$ cat src/rtl/psram_seq_pkg.sv
package psram_seq_pkg;

    localparam int ADDR_W = 15;
    localparam int DATA_W = 8;

    typedef enum logic [1:0] {
        PH_POWERUP = 2'd0,
        PH_IDLE    = 2'd1,
        PH_ACTIVE  = 2'd2,
        PH_PRECHG  = 2'd3
    } phase_e;

    typedef struct packed {
        logic [ADDR_W-1:0] addr;
        logic              wr;
        logic [DATA_W-1:0] wdata;
        logic              dummy;
    } op_t;

    typedef struct packed {
        logic ce_n;
        logic we_n;
        logic oe_n;
        logic dq_oe;
    } strobe_t;

    // round a nanosecond minimum up to whole clock cycles
    function automatic int ns_to_cyc(input int ns, input int clk_ns);
        return (ns + clk_ns - 1) / clk_ns;
    endfunction

    function automatic int imax(input int a, input int b);
        return (a > b) ? a : b;
    endfunction

endpackage

$ cat src/rtl/psram_powerup.sv
module psram_powerup #(
    parameter int PWR_C   = 20000,
    parameter int DUMMY_N = 8
) (
    input  logic clk,
    input  logic rst,
    input  logic dummy_fin,
    output logic wait_done,
    output logic dummy_pending,
    output logic init_done
);
    localparam int WCNT_W = $clog2(PWR_C + 1);
    localparam int DCNT_W = $clog2(DUMMY_N + 1);

    logic [WCNT_W-1:0] wcnt_q;
    logic [DCNT_W-1:0] dcnt_q;

    assign wait_done     = (wcnt_q == WCNT_W'(PWR_C));
    assign init_done     = (dcnt_q == DCNT_W'(DUMMY_N));
    assign dummy_pending = wait_done && !init_done;

    always_ff @(posedge clk) begin
        if (rst) begin
            wcnt_q <= '0;
            dcnt_q <= '0;
        end else begin
            if (!wait_done)
                wcnt_q <= wcnt_q + WCNT_W'(1);
            if (dummy_fin && !init_done)
                dcnt_q <= dcnt_q + DCNT_W'(1);
        end
    end

    // initialisation, once complete, is never undone
    p_init_sticky_r3: assert property (@(posedge clk) disable iff (rst)
        init_done |=> init_done);

    // the dummy count never passes its target
    p_dummy_bound_r3: assert property (@(posedge clk) disable iff (rst)
        dcnt_q <= DCNT_W'(DUMMY_N));

endmodule

$ cat src/rtl/psram_strobe_gen.sv
module psram_strobe_gen
    import psram_seq_pkg::*;
#(
    parameter int ACT_C = 10,
    parameter int WCP_C = 6,
    parameter int CNT_W = 4
) (
    input  logic             clk,
    input  logic             rst,
    input  phase_e           phase,
    input  logic [CNT_W-1:0] cnt,
    input  logic             op_wr,
    input  logic             op_dummy,
    output strobe_t          stb,
    output logic             last_o
);
    localparam int WE_START = ACT_C - WCP_C;

    strobe_t stb_d;
    logic    last_d;
    logic    act;

    always_comb begin
        act          = (phase == PH_ACTIVE);
        stb_d.ce_n   = !act;
        stb_d.oe_n   = !(act && !op_wr && !op_dummy);
        stb_d.we_n   = !(act && op_wr && !op_dummy && (cnt >= CNT_W'(WE_START)));
        stb_d.dq_oe  = act && op_wr && !op_dummy;
        last_d       = act && (cnt == CNT_W'(ACT_C - 1));
    end

    // strobes leave the block straight from flops
    always_ff @(posedge clk) begin
        if (rst) begin
            stb    <= '{ce_n: 1'b1, we_n: 1'b1, oe_n: 1'b1, dq_oe: 1'b0};
            last_o <= 1'b0;
        end else begin
            stb    <= stb_d;
            last_o <= last_d;
        end
    end

    // write strobe only inside a chip-enable window
    p_we_inside_ce_r7: assert property (@(posedge clk) disable iff (rst)
        !stb.we_n |-> !stb.ce_n);

    // output enable and write strobe never overlap
    p_oe_we_excl_r6: assert property (@(posedge clk) disable iff (rst)
        !(!stb.oe_n && !stb.we_n));

    // a chip-enable pulse is never a single cycle
    p_ce_not_runt_r4: assert property (@(posedge clk) disable iff (rst)
        $fell(stb.ce_n) |=> !stb.ce_n);

endmodule

$ cat src/rtl/psram_seq.sv
module psram_seq
    import psram_seq_pkg::*;
#(
    parameter int CLK_NS    = 10,
    parameter int T_CE_NS   = 100,
    parameter int T_PRE_NS  = 50,
    parameter int T_RC_NS   = 160,
    parameter int T_CEA_NS  = 100,
    parameter int T_OEA_NS  = 40,
    parameter int T_WCP_NS  = 60,
    parameter int T_DSW_NS  = 40,
    parameter int T_AH_NS   = 20,
    parameter int PWRUP_NS  = 200000,
    parameter int DUMMY_N   = 8
) (
    input  logic              clk,
    input  logic              rst,
    input  logic              req_valid,
    output logic              req_ready,
    input  logic [ADDR_W-1:0] req_addr,
    input  logic              req_wr,
    input  logic [DATA_W-1:0] req_wdata,
    output logic              rsp_valid,
    output logic [DATA_W-1:0] rsp_rdata,
    output logic              busy,
    output logic              init_done,
    output logic [ADDR_W-1:0] mem_addr,
    output logic [DATA_W-1:0] mem_wdata,
    output logic              mem_dq_oe,
    input  logic [DATA_W-1:0] mem_rdata,
    output logic              mem_ce_n,
    output logic              mem_we_n,
    output logic              mem_oe_n
);
    localparam int CE_C  = ns_to_cyc(T_CE_NS,  CLK_NS);
    localparam int PRE_C = ns_to_cyc(T_PRE_NS, CLK_NS);
    localparam int RC_C  = ns_to_cyc(T_RC_NS,  CLK_NS);
    localparam int CEA_C = ns_to_cyc(T_CEA_NS, CLK_NS);
    localparam int OEA_C = ns_to_cyc(T_OEA_NS, CLK_NS);
    localparam int WCP_C = ns_to_cyc(T_WCP_NS, CLK_NS);
    localparam int DSW_C = ns_to_cyc(T_DSW_NS, CLK_NS);
    localparam int AH_C  = ns_to_cyc(T_AH_NS,  CLK_NS);
    localparam int PWR_C = ns_to_cyc(PWRUP_NS, CLK_NS);
    // one idle cycle always separates precharge from the next active window
    localparam int ACT_C = imax(imax(imax(CE_C, RC_C - PRE_C - 1), imax(CEA_C, OEA_C)),
                                imax(imax(WCP_C, DSW_C), AH_C));
    localparam int CNT_W = $clog2(imax(ACT_C, PRE_C) + 1);

    phase_e           ph_q, ph_d;
    logic [CNT_W-1:0] cnt_q, cnt_d;
    op_t              op_q;
    strobe_t          stb;
    logic             last_q;
    logic             wait_done, dummy_pending, dummy_fin;
    logic             start_dummy, start_req;
    logic             rsp_v_q;
    logic [DATA_W-1:0] rsp_d_q;

    psram_powerup #(
        .PWR_C   (PWR_C),
        .DUMMY_N (DUMMY_N)
    ) u_powerup (
        .clk           (clk),
        .rst           (rst),
        .dummy_fin     (dummy_fin),
        .wait_done     (wait_done),
        .dummy_pending (dummy_pending),
        .init_done     (init_done)
    );

    psram_strobe_gen #(
        .ACT_C (ACT_C),
        .WCP_C (WCP_C),
        .CNT_W (CNT_W)
    ) u_strobe (
        .clk      (clk),
        .rst      (rst),
        .phase    (ph_q),
        .cnt      (cnt_q),
        .op_wr    (op_q.wr),
        .op_dummy (op_q.dummy),
        .stb      (stb),
        .last_o   (last_q)
    );

    assign req_ready   = (ph_q == PH_IDLE) && init_done;
    assign busy        = !req_ready;
    assign start_dummy = (ph_q == PH_IDLE) && dummy_pending;
    assign start_req   = req_valid && req_ready;

    always_comb begin
        ph_d      = ph_q;
        cnt_d     = cnt_q;
        dummy_fin = 1'b0;
        unique case (ph_q)
            PH_POWERUP: begin
                if (wait_done)
                    ph_d = PH_IDLE;
            end
            PH_IDLE: begin
                if (start_dummy || start_req) begin
                    ph_d  = PH_ACTIVE;
                    cnt_d = '0;
                end
            end
            PH_ACTIVE: begin
                if (cnt_q == CNT_W'(ACT_C - 1)) begin
                    ph_d  = PH_PRECHG;
                    cnt_d = '0;
                end else begin
                    cnt_d = cnt_q + CNT_W'(1);
                end
            end
            PH_PRECHG: begin
                if (cnt_q == CNT_W'(PRE_C - 1)) begin
                    ph_d      = PH_IDLE;
                    cnt_d     = '0;
                    dummy_fin = op_q.dummy;
                end else begin
                    cnt_d = cnt_q + CNT_W'(1);
                end
            end
            default: ph_d = PH_POWERUP;
        endcase
    end

    always_ff @(posedge clk) begin
        if (rst) begin
            ph_q  <= PH_POWERUP;
            cnt_q <= '0;
            op_q  <= '0;
        end else begin
            ph_q  <= ph_d;
            cnt_q <= cnt_d;
            if (start_dummy)
                op_q <= '{addr: '0, wr: 1'b0, wdata: '0, dummy: 1'b1};
            else if (start_req)
                op_q <= '{addr: req_addr, wr: req_wr, wdata: req_wdata, dummy: 1'b0};
        end
    end

    // capture at the edge that closes the chip-enable window
    always_ff @(posedge clk) begin
        if (rst) begin
            rsp_v_q <= 1'b0;
            rsp_d_q <= '0;
        end else begin
            rsp_v_q <= last_q && !op_q.wr && !op_q.dummy;
            if (last_q && !op_q.wr && !op_q.dummy)
                rsp_d_q <= mem_rdata;
        end
    end

    assign rsp_valid = rsp_v_q;
    assign rsp_rdata = rsp_d_q;
    assign mem_addr  = op_q.addr;
    assign mem_wdata = op_q.wdata;
    assign mem_dq_oe = stb.dq_oe;
    assign mem_ce_n  = stb.ce_n;
    assign mem_we_n  = stb.we_n;
    assign mem_oe_n  = stb.oe_n;

    // an accepted request makes the block busy on the next cycle
    p_accept_sets_busy_r9: assert property (@(posedge clk) disable iff (rst)
        start_req |=> busy);

    // all strobes quiet during the power-up wait
    p_powerup_quiet_r2: assert property (@(posedge clk) disable iff (rst)
        (ph_q == PH_POWERUP) |-> (mem_ce_n && mem_oe_n && mem_we_n));

    // dummy cycles never produce a response
    p_no_rsp_before_init_r3: assert property (@(posedge clk) disable iff (rst)
        !init_done |-> !rsp_valid);

    // a response follows a cycle with output enable active, chip now deselected
    p_rsp_after_oe_r6: assert property (@(posedge clk) disable iff (rst)
        rsp_valid |-> (($past(mem_oe_n) == 1'b0) && mem_ce_n));

    // address holds through the chip-enable window
    p_addr_stable_r8: assert property (@(posedge clk) disable iff (rst)
        (!mem_ce_n && ($past(mem_ce_n) == 1'b0)) |-> $stable(mem_addr));

    // write data holds and is driven while the write strobe is low
    p_wdata_stable_r7: assert property (@(posedge clk) disable iff (rst)
        (!mem_we_n && ($past(mem_we_n) == 1'b0)) |-> ($stable(mem_wdata) && mem_dq_oe));

endmodule

$ cat config.mk
export PLATFORM = sky130hd
export DESIGN_NAME = psram_seq
export DESIGN_NICKNAME = d
export VERILOG_FILES = /design/src/rtl/psram_seq_pkg.sv /design/src/rtl/psram_powerup.sv /design/src/rtl/psram_strobe_gen.sv /design/src/rtl/psram_seq.sv
export SDC_FILE = /design/constraint.sdc
export NUM_CORES = 1
export LEC_CHECK = 0
export BUFFER_PORTS_ARGS = -buffer_cell sky130_fd_sc_hd__buf_4
export CAP_MARGIN = 20
export CELL_PAD_IN_SITES_DETAIL_PLACEMENT = 1
export CELL_PAD_IN_SITES_GLOBAL_PLACEMENT = 1
export CORE_MARGIN = 1.5
export CORE_UTILIZATION = 40
export CTS_BUF_LIST = sky130_fd_sc_hd__clkbuf_8
export DETAILED_ROUTE_END_ITERATION = 8
export GPL_TIMING_DRIVEN = 0
export HOLD_SLACK_MARGIN = 0.05
export PLACE_DENSITY = 0.84
export SLEW_MARGIN = 20
export SYNTH_ARGS = -nofsm -noshare
export SYNTH_HDL_FRONTEND = slang
export SYNTH_HIERARCHICAL = 1
export SYNTH_SLANG_ARGS = --single-unit
$ cat constraint.sdc
create_clock -name clk -period 2.5 [get_ports clk]
set_clock_uncertainty 0.1 [all_clocks]
set_input_delay 0.375 -clock clk [delete_from_list [all_inputs] [get_ports clk]]
set_output_delay 0.375 -clock clk [all_outputs]
set_load 0.01 [all_outputs]
==> out/metrics.yaml, run 1 <==
outcome:
  status: "complete, no violations"
final_layout:
  antenna_cells: 0
  syn2layout_area_growth_pct: 29.3
  layout-drive-gt1-share: 0.301
  final_common_cell: "buf_4"
  final_cell_mix: "buf_4 (98), dfxtp_1 (64), nand2_1 (63)"
  nets: 464
power_and_ir_drop:
  p_seq_frac: 0.536
  p_clk_frac: 0.388
  p_switching_uw: 464
  p_int_uw: 1470
  power_density_mw_per_mm2: 520
  p_leak_uw: 0.00156
  p_total_uw: 1940
  combPwrFrac: 0.076
  swShare: 0.239
  vdd_drop_max_mv: 0.314
timing:
  fin_crit_ns: 2.30
  setup_violations: 0
  rsz0062_at_grt: "false"
  fin_tns_setup_ns: 0
  fmax_mhz: 436
  finalHoldViolations: 0
  slew_viol_final: 0
  relSlewSlack: 0.673
  worstMarginPinSlew_ns: 0.487
  period_share: 0.918
synthesis:
  netlist_instances: 332
  syn_nets: 379
  syn_area_mm2: 0.00289
  synth.area.top_cells: "dfxtp_1 (44%), nand2_1 (8.2%), buf_4 (6.2%)"
  yosysSeqAreaShare: 0.444
  ys_seq_elements: 64
  syn_area_per_cell_um2: 8.69
  synth.distinct_cells: 43
  yosysTopAreaCell: "dfxtp_1"
  yosysWarningCount: 6
  yosys.area.top_type_share: 0.444
route:
  viasPerCell: 4.81
  first_iter_violations: 64
  drt_pass1_iterations: 4
  vias: 2489
  drc_errors: 0
  wl_per_cell_um: 13.7
  postRouteAntennaNets: 0
  wirelength_mm: 7.08
die:
  num_io_pins: 74
  start_util: 0.420
  die_h_um: 88.0
  die_x_um: 88.0
  design.core.area_mm2: 0.00687
  dieArea_mm2: 0.00774
  num_rows: 30
clocking:
  worstSkewPairLatency_ns: 0.34
  cts.sinks: 64
  clockRootBuffer: "clkbuf_8"
  htree_num_levels: 3
  cts_buffers: 9
  clk_pin_slew_ns: 0.07
  clock_path_buffers: 2
  cts_tree: "built"
setup_path:
  critical_path.cell_chain: "nor4bb_1 -> nand4_1 -> nor2_1 -> nor2b_1 -> a221oi_2 -> mux2_4"
  cp-start-kind: "register"
  timing.rr.end: "ph_q[0]"
  arrival_ns: 2.43
  r2r_start: "u_powerup/wcnt_q[9]"
  r2r_slack_ns: 0.20
  cp_slowest_cell: "dfxtp_1"
  crit_path_max_fanout: 7
  critPathMaxStageDelay_ns: 0.49
  worstPathRequired_ns: 2.63
  crit_path_end_kind: "register"
  reg2reg_depth: 6
  path_class: "reg2reg"
grt:
  grt_pass1_wl_mm: 11.5
  grt_pass1_vias: 2492
  gr-usage-all-layers: 0.196
  grt_max_degree: 11
  grt_overflow: 0
  antenna_found_initial: 0
hold_path:
  holdCritStartpoint: "mem_rdata[1]"
  min_path_type: "in2reg"
  holdPathStages: 3
  hold_path_end: "rsp_rdata[1]"
place:
  portBuffers: 73
  hpwl_mm: 5.21
  place.gp.congestion: 0.781
job:
  maxCapViolCount: 0
[per-stage QoR]
stage	hold slack [ns]	instances	area, um2	setup slack [ns]	util
6_report	0.165	518	3730	0.204	0.543
5_1_grt	0.175	518	3730	0.0258	0.543
4_1_cts	0.153	517	3720	0.0633	0.542
3_5_place_dp	0.348	501	3550	0.119	0.517
3_3_place_gp	0.342	501	3550	0.105	0.517
2_1_floorplan	0.337	332	2890	0.438	-
[power groups by stage]
stage | logic (uW) | clock network (uW) | registers (uW)
2_1_floorplan | 81.1 | 0 | 1060
5_1_grt | 163 | 820 | 1040
3_3_place_gp | 143 | 0 | 1060
3_5_place_dp | 148 | 0 | 1060
4_1_cts | 149 | 779 | 1040
6_report | 147 | 752 | 1040
[final cells by class]
type,count,area [um2]
Buffer,36,235
Clock buffer,10,138
Clock inverter,6,28.8
Fill cell,855,3140
Inverter,12,45.0
Multi-Input combinational cell,220,1330
Sequential cell,64,1280
Tap cell,96,120
Timing Repair Buffer,74,556
[Yosys cell counts (all sizes together)]
cell type and n:
nor3 3, a31oi 2, a22oi 1, xnor2 5, and4 4, clkbuf 6
nor4bb 1, a221oi 1, nand3b 3, dfxtp 64, mux2 2, nor2b 3
inv 12, nor4 2, nor2 31, a21oi 30, nand3 10, and4bb 2
o31ai 1, nand2b 3, or3 2, nor4b 2, nor3b 2, and3 1
xor2 9, a21o 2, or3b 1, and2 2, buf 30, nand2 63
nand4b 2, ha 12, o21ai 1, mux2i 10, or4 1, nand4 6
[kinds of logic (layout without fill, tap and decap cells)]
logic type      Yosys count  after routing  synth area share
compound gates           38             38            0.0737
fa+ha+maj                12             12            0.0520
simple gates            144            144             0.248
xor+xnor                 14             14            0.0425
mux                      12             12            0.0438
flops                    64             64             0.444
buf+inv                  48            138            0.0962
[registers in the layout, summed over array words and instances (netlist names), 2 cells and up]
| register | count |
|---|---|
| u_strobe/stb | 4 |
| mem_wdata | 8 |
| rsp_rdata | 8 |
| mem_addr | 15 |
| op_q | 2 |
| u_powerup/wcnt_q | 15 |
| ph_q | 2 |
| u_powerup/dcnt_q | 4 |
| cnt_q | 4 |
[what timing repair did]
action / 4_1_cts / 5_1_grt
setup buffers: 0 / 1
setup endpoints to repair: 0 / 25
hold buffers: 0 / 0
resized for setup: 0 / 4
[critical path: cells and delay by family, from the launching register on]
family | cells | cell delay [ns]
and+or+nand+nor | 4 | 0.92
DFF | 1 | 0.49
AOI/OAI and AO/OA | 1 | 0.35
muxes | 1 | 0.33
[metal layers]
layer,vias up,track usage,share of wire
met5,-,0,0
met4,0,0.0880,0.018
met3,11,0.0481,0.052
met2,59,0.348,0.50
met1,1164,0.220,0.43
li1,1255,-,-
[how the worst max path moves through the flow]
stage	depth (start not counted)	startpoint	slack, ns	end
2_1_floorplan	8	u_powerup/wcnt_q[0]	0.44	ph_q[0]
4_1_cts	6	u_powerup/wcnt_q[9]	0.06	mem_addr[0]
5_1_grt	6	u_powerup/wcnt_q[9]	0.03	ph_q[0]
6_report	6	u_powerup/wcnt_q[9]	0.20	ph_q[0]
3_3_place_gp	6	u_powerup/wcnt_q[9]	0.11	ph_q[0]
3_5_place_dp	6	u_powerup/wcnt_q[9]	0.12	op_q[9]
No activity file was read; power rests on OpenSTA's default activity.
==> run 2, diff against run 1 <==
--- a/config.mk
+++ b/config.mk
@@ -9,6 +9,7 @@
 export CAP_MARGIN = 20
 export CELL_PAD_IN_SITES_DETAIL_PLACEMENT = 1
 export CELL_PAD_IN_SITES_GLOBAL_PLACEMENT = 1
+export CORE_ASPECT_RATIO = 1.4
 export CORE_MARGIN = 1.5
 export CORE_UTILIZATION = 40
 export CTS_BUF_LIST = sky130_fd_sc_hd__clkbuf_8
==> run 2 against run 1 <==
Effect of this change: final area is 0.40% higher; global-route usage grew 0.62 points; worst hold slack gained 0.00067 ns; utilization is 0.66 points lower; power rose by 2.1%; register-to-register slack improved by 0.03 ns; routed wire length rose by 1.4%; via count up 1.5%; critical path type unchanged; sequential cell count did not move.
==> out/metrics.yaml, run 2 (synthesis results as in run 1) <==
outcome:
  status: "complete, no violations"
die:
  die_h_um: 104
  num_rows: 36
  dieArea_mm2: 0.00774
  design.core.area_mm2: 0.00698
  die_x_um: 74.8
  start_util: 0.413
  num_io_pins: 74
timing:
  finalHoldViolations: 0
  fmax_mhz: 441
  setup_violations: 0
  worstMarginPinSlew_ns: 0.489
  slew_viol_final: 0
  fin_tns_setup_ns: 0
  fin_crit_ns: 2.27
  period_share: 0.907
  relSlewSlack: 0.672
  rsz0062_at_grt: "false"
final_layout:
  final_cell_mix: "buf_4 (99), dfxtp_1 (64), nand2_1 (63)"
  final_common_cell: "buf_4"
  antenna_cells: 0
  layout-drive-gt1-share: 0.310
  syn2layout_area_growth_pct: 29.8
  fillerInstances: 861
  nets: 465
power_and_ir_drop:
  p_seq_frac: 0.525
  power_density_mw_per_mm2: 528
  p_leak_uw: 0.00155
  p_clk_frac: 0.397
  p_switching_uw: 513
  vdd_drop_max_mv: 0.359
  p_total_uw: 1980
  swShare: 0.259
  p_int_uw: 1470
  combPwrFrac: 0.078
setup_path:
  cp_num_cells: 8
  reg2reg_depth: 8
  timing.rr.end: "ph_q[0]"
  worstPathRequired_ns: 2.63
  cp_slowest_cell: "dfxtp_1"
  path_class: "reg2reg"
  crit_start: "u_powerup/wcnt_q[0]"
  critical-path-top-delay-family: "simple AND/OR/NAND/NOR gates"
  critPathMaxStageDelay_ns: 0.36
  critPathBufInv: 1
  arrival_ns: 2.40
  critical_path.cell_chain: "inv_1 -> ha_1 -> nor4bb_1 -> nand4_1 -> nor2_2 -> nor2b_1 -> a221oi_2 -> mux2_4"
  r2r_start: "u_powerup/wcnt_q[0]"
  crit_path_end_kind: "register"
  r2r_slack_ns: 0.23
  crit_path_max_fanout: 5
  cp-start-kind: "register"
  crit_end: "ph_q[0]"
job:
  maxCapViolCount: 0
route:
  wirelength_mm: 7.18
  wl_per_cell_um: 13.9
  vias: 2527
  drc_errors: 0
  drt_pass1_iterations: 4
  first_iter_violations: 83
  viasPerCell: 4.88
  postRouteAntennaNets: 0
clocking:
  clockRootBuffer: "clkbuf_8"
  clk_pin_slew_ns: 0.08
  cts.sinks: 64
  worstSkewPairLatency_ns: 0.34
  clock_path_buffers: 2
  cts_hold_buffers: 0
  cts_buffers: 9
  cts_tree: "built"
  htree_num_levels: 3
place:
  hpwl_mm: 5.40
  place.gp.congestion: 0.752
  portBuffers: 73
grt:
  gr-usage-all-layers: 0.202
  antenna_found_initial: 0
  grt_pass1_wl_mm: 12.0
  grt_pass1_vias: 2647
  grt_overflow: 0
  grt_max_degree: 13
hold_path:
  min_path_type: "in2reg"
## run 2: cell types whose count changed in the layout (fill, tap and decap cells not counted)
cell,before,now
buf_4,98,99
clkinvlp_4,1,3
nor2_2,0,1
clkinv_2,2,1
inv_1,15,13
inv_6,0,1
clkbuf_8,10,9
clkinv_4,0,1
nor2_1,31,30
## run 2: how the worst min path moves through the flow
stage	from	end	slack [ns]	cells after the start
global route	mem_rdata[6]	rsp_rdata[6]	0.16	3
global placement	mem_wdata[1]	mem_wdata[1]	0.34	2
CTS	mem_rdata[6]	rsp_rdata[6]	0.15	3
floorplan	mem_addr[0]	mem_addr[0]	0.34	2
finish	mem_rdata[6]	rsp_rdata[6]	0.17	3
detailed placement	mem_addr[11]	mem_addr[11]	0.35	2
## run 2: cell type report
class / instances / area, um2 / share of cell area
repair buffers: 75 / 563 / 0.150
plain buffers: 36 / 235 / 0.0628
multi-input cells: 220 / 1330 / 0.355
clock inverters: 7 / 48.8 / 0.0130
well taps: 95 / 119 / 0.0317
inverters: 12 / 45.0 / 0.0120
clock buffers: 9 / 124 / 0.0331
flip-flops and latches: 64 / 1280 / 0.342
## run 2: power by group through the flow
stage	clock (uW)	sequential (uW)	combinational (uW)
2_1_floorplan	0	1060	81.1
3_3_place_gp	0	1060	144
3_5_place_dp	0	1060	148
4_1_cts	811	1040	150
5_1_grt	857	1040	171
6_report	786	1040	154
## run 2: repair_timing
item / 4_1_cts / 5_1_grt
endpoints found under the setup margin: 0 / 26
gates resized for setup: 0 / 5
setup buffers: 0 / 2
## run 2: per-stage QoR
step	setup slack, ns	hold slack [ns]	cell area, um2	utilization	cells
after floorplan	0.438	0.337	2890	-	332
after global placement	0.114	0.342	3550	0.509	500
after detailed placement	0.0958	0.349	3550	0.509	500
after CTS	0.0699	0.152	3730	0.534	516
after global routing	0.0154	0.159	3750	0.537	518
final	0.233	0.165	3750	0.537	518
## run 2: metal layers
layer / GRT usage / wire length [um] / part of all wire / vias to the layer above
met5: 0 / 0 / 0 / -
met4: 0.0766 / 126 / 0.018 / 0
met3: 0.0457 / 244 / 0.034 / 11
met2: 0.369 / 3990 / 0.55 / 53
met1: 0.215 / 2830 / 0.39 / 1207
li1: - / - / - / 1256
## run 2: worst register-to-register path, cell delays in order (launching register included)
cell and delay, ns:
dfxtp_1 0.36, inv_1 0.08, ha_1 0.15, nor4bb_1 0.23
nand4_1 0.27, nor2_2 0.22, nor2b_1 0.10, a221oi_2 0.31
mux2_4 0.33
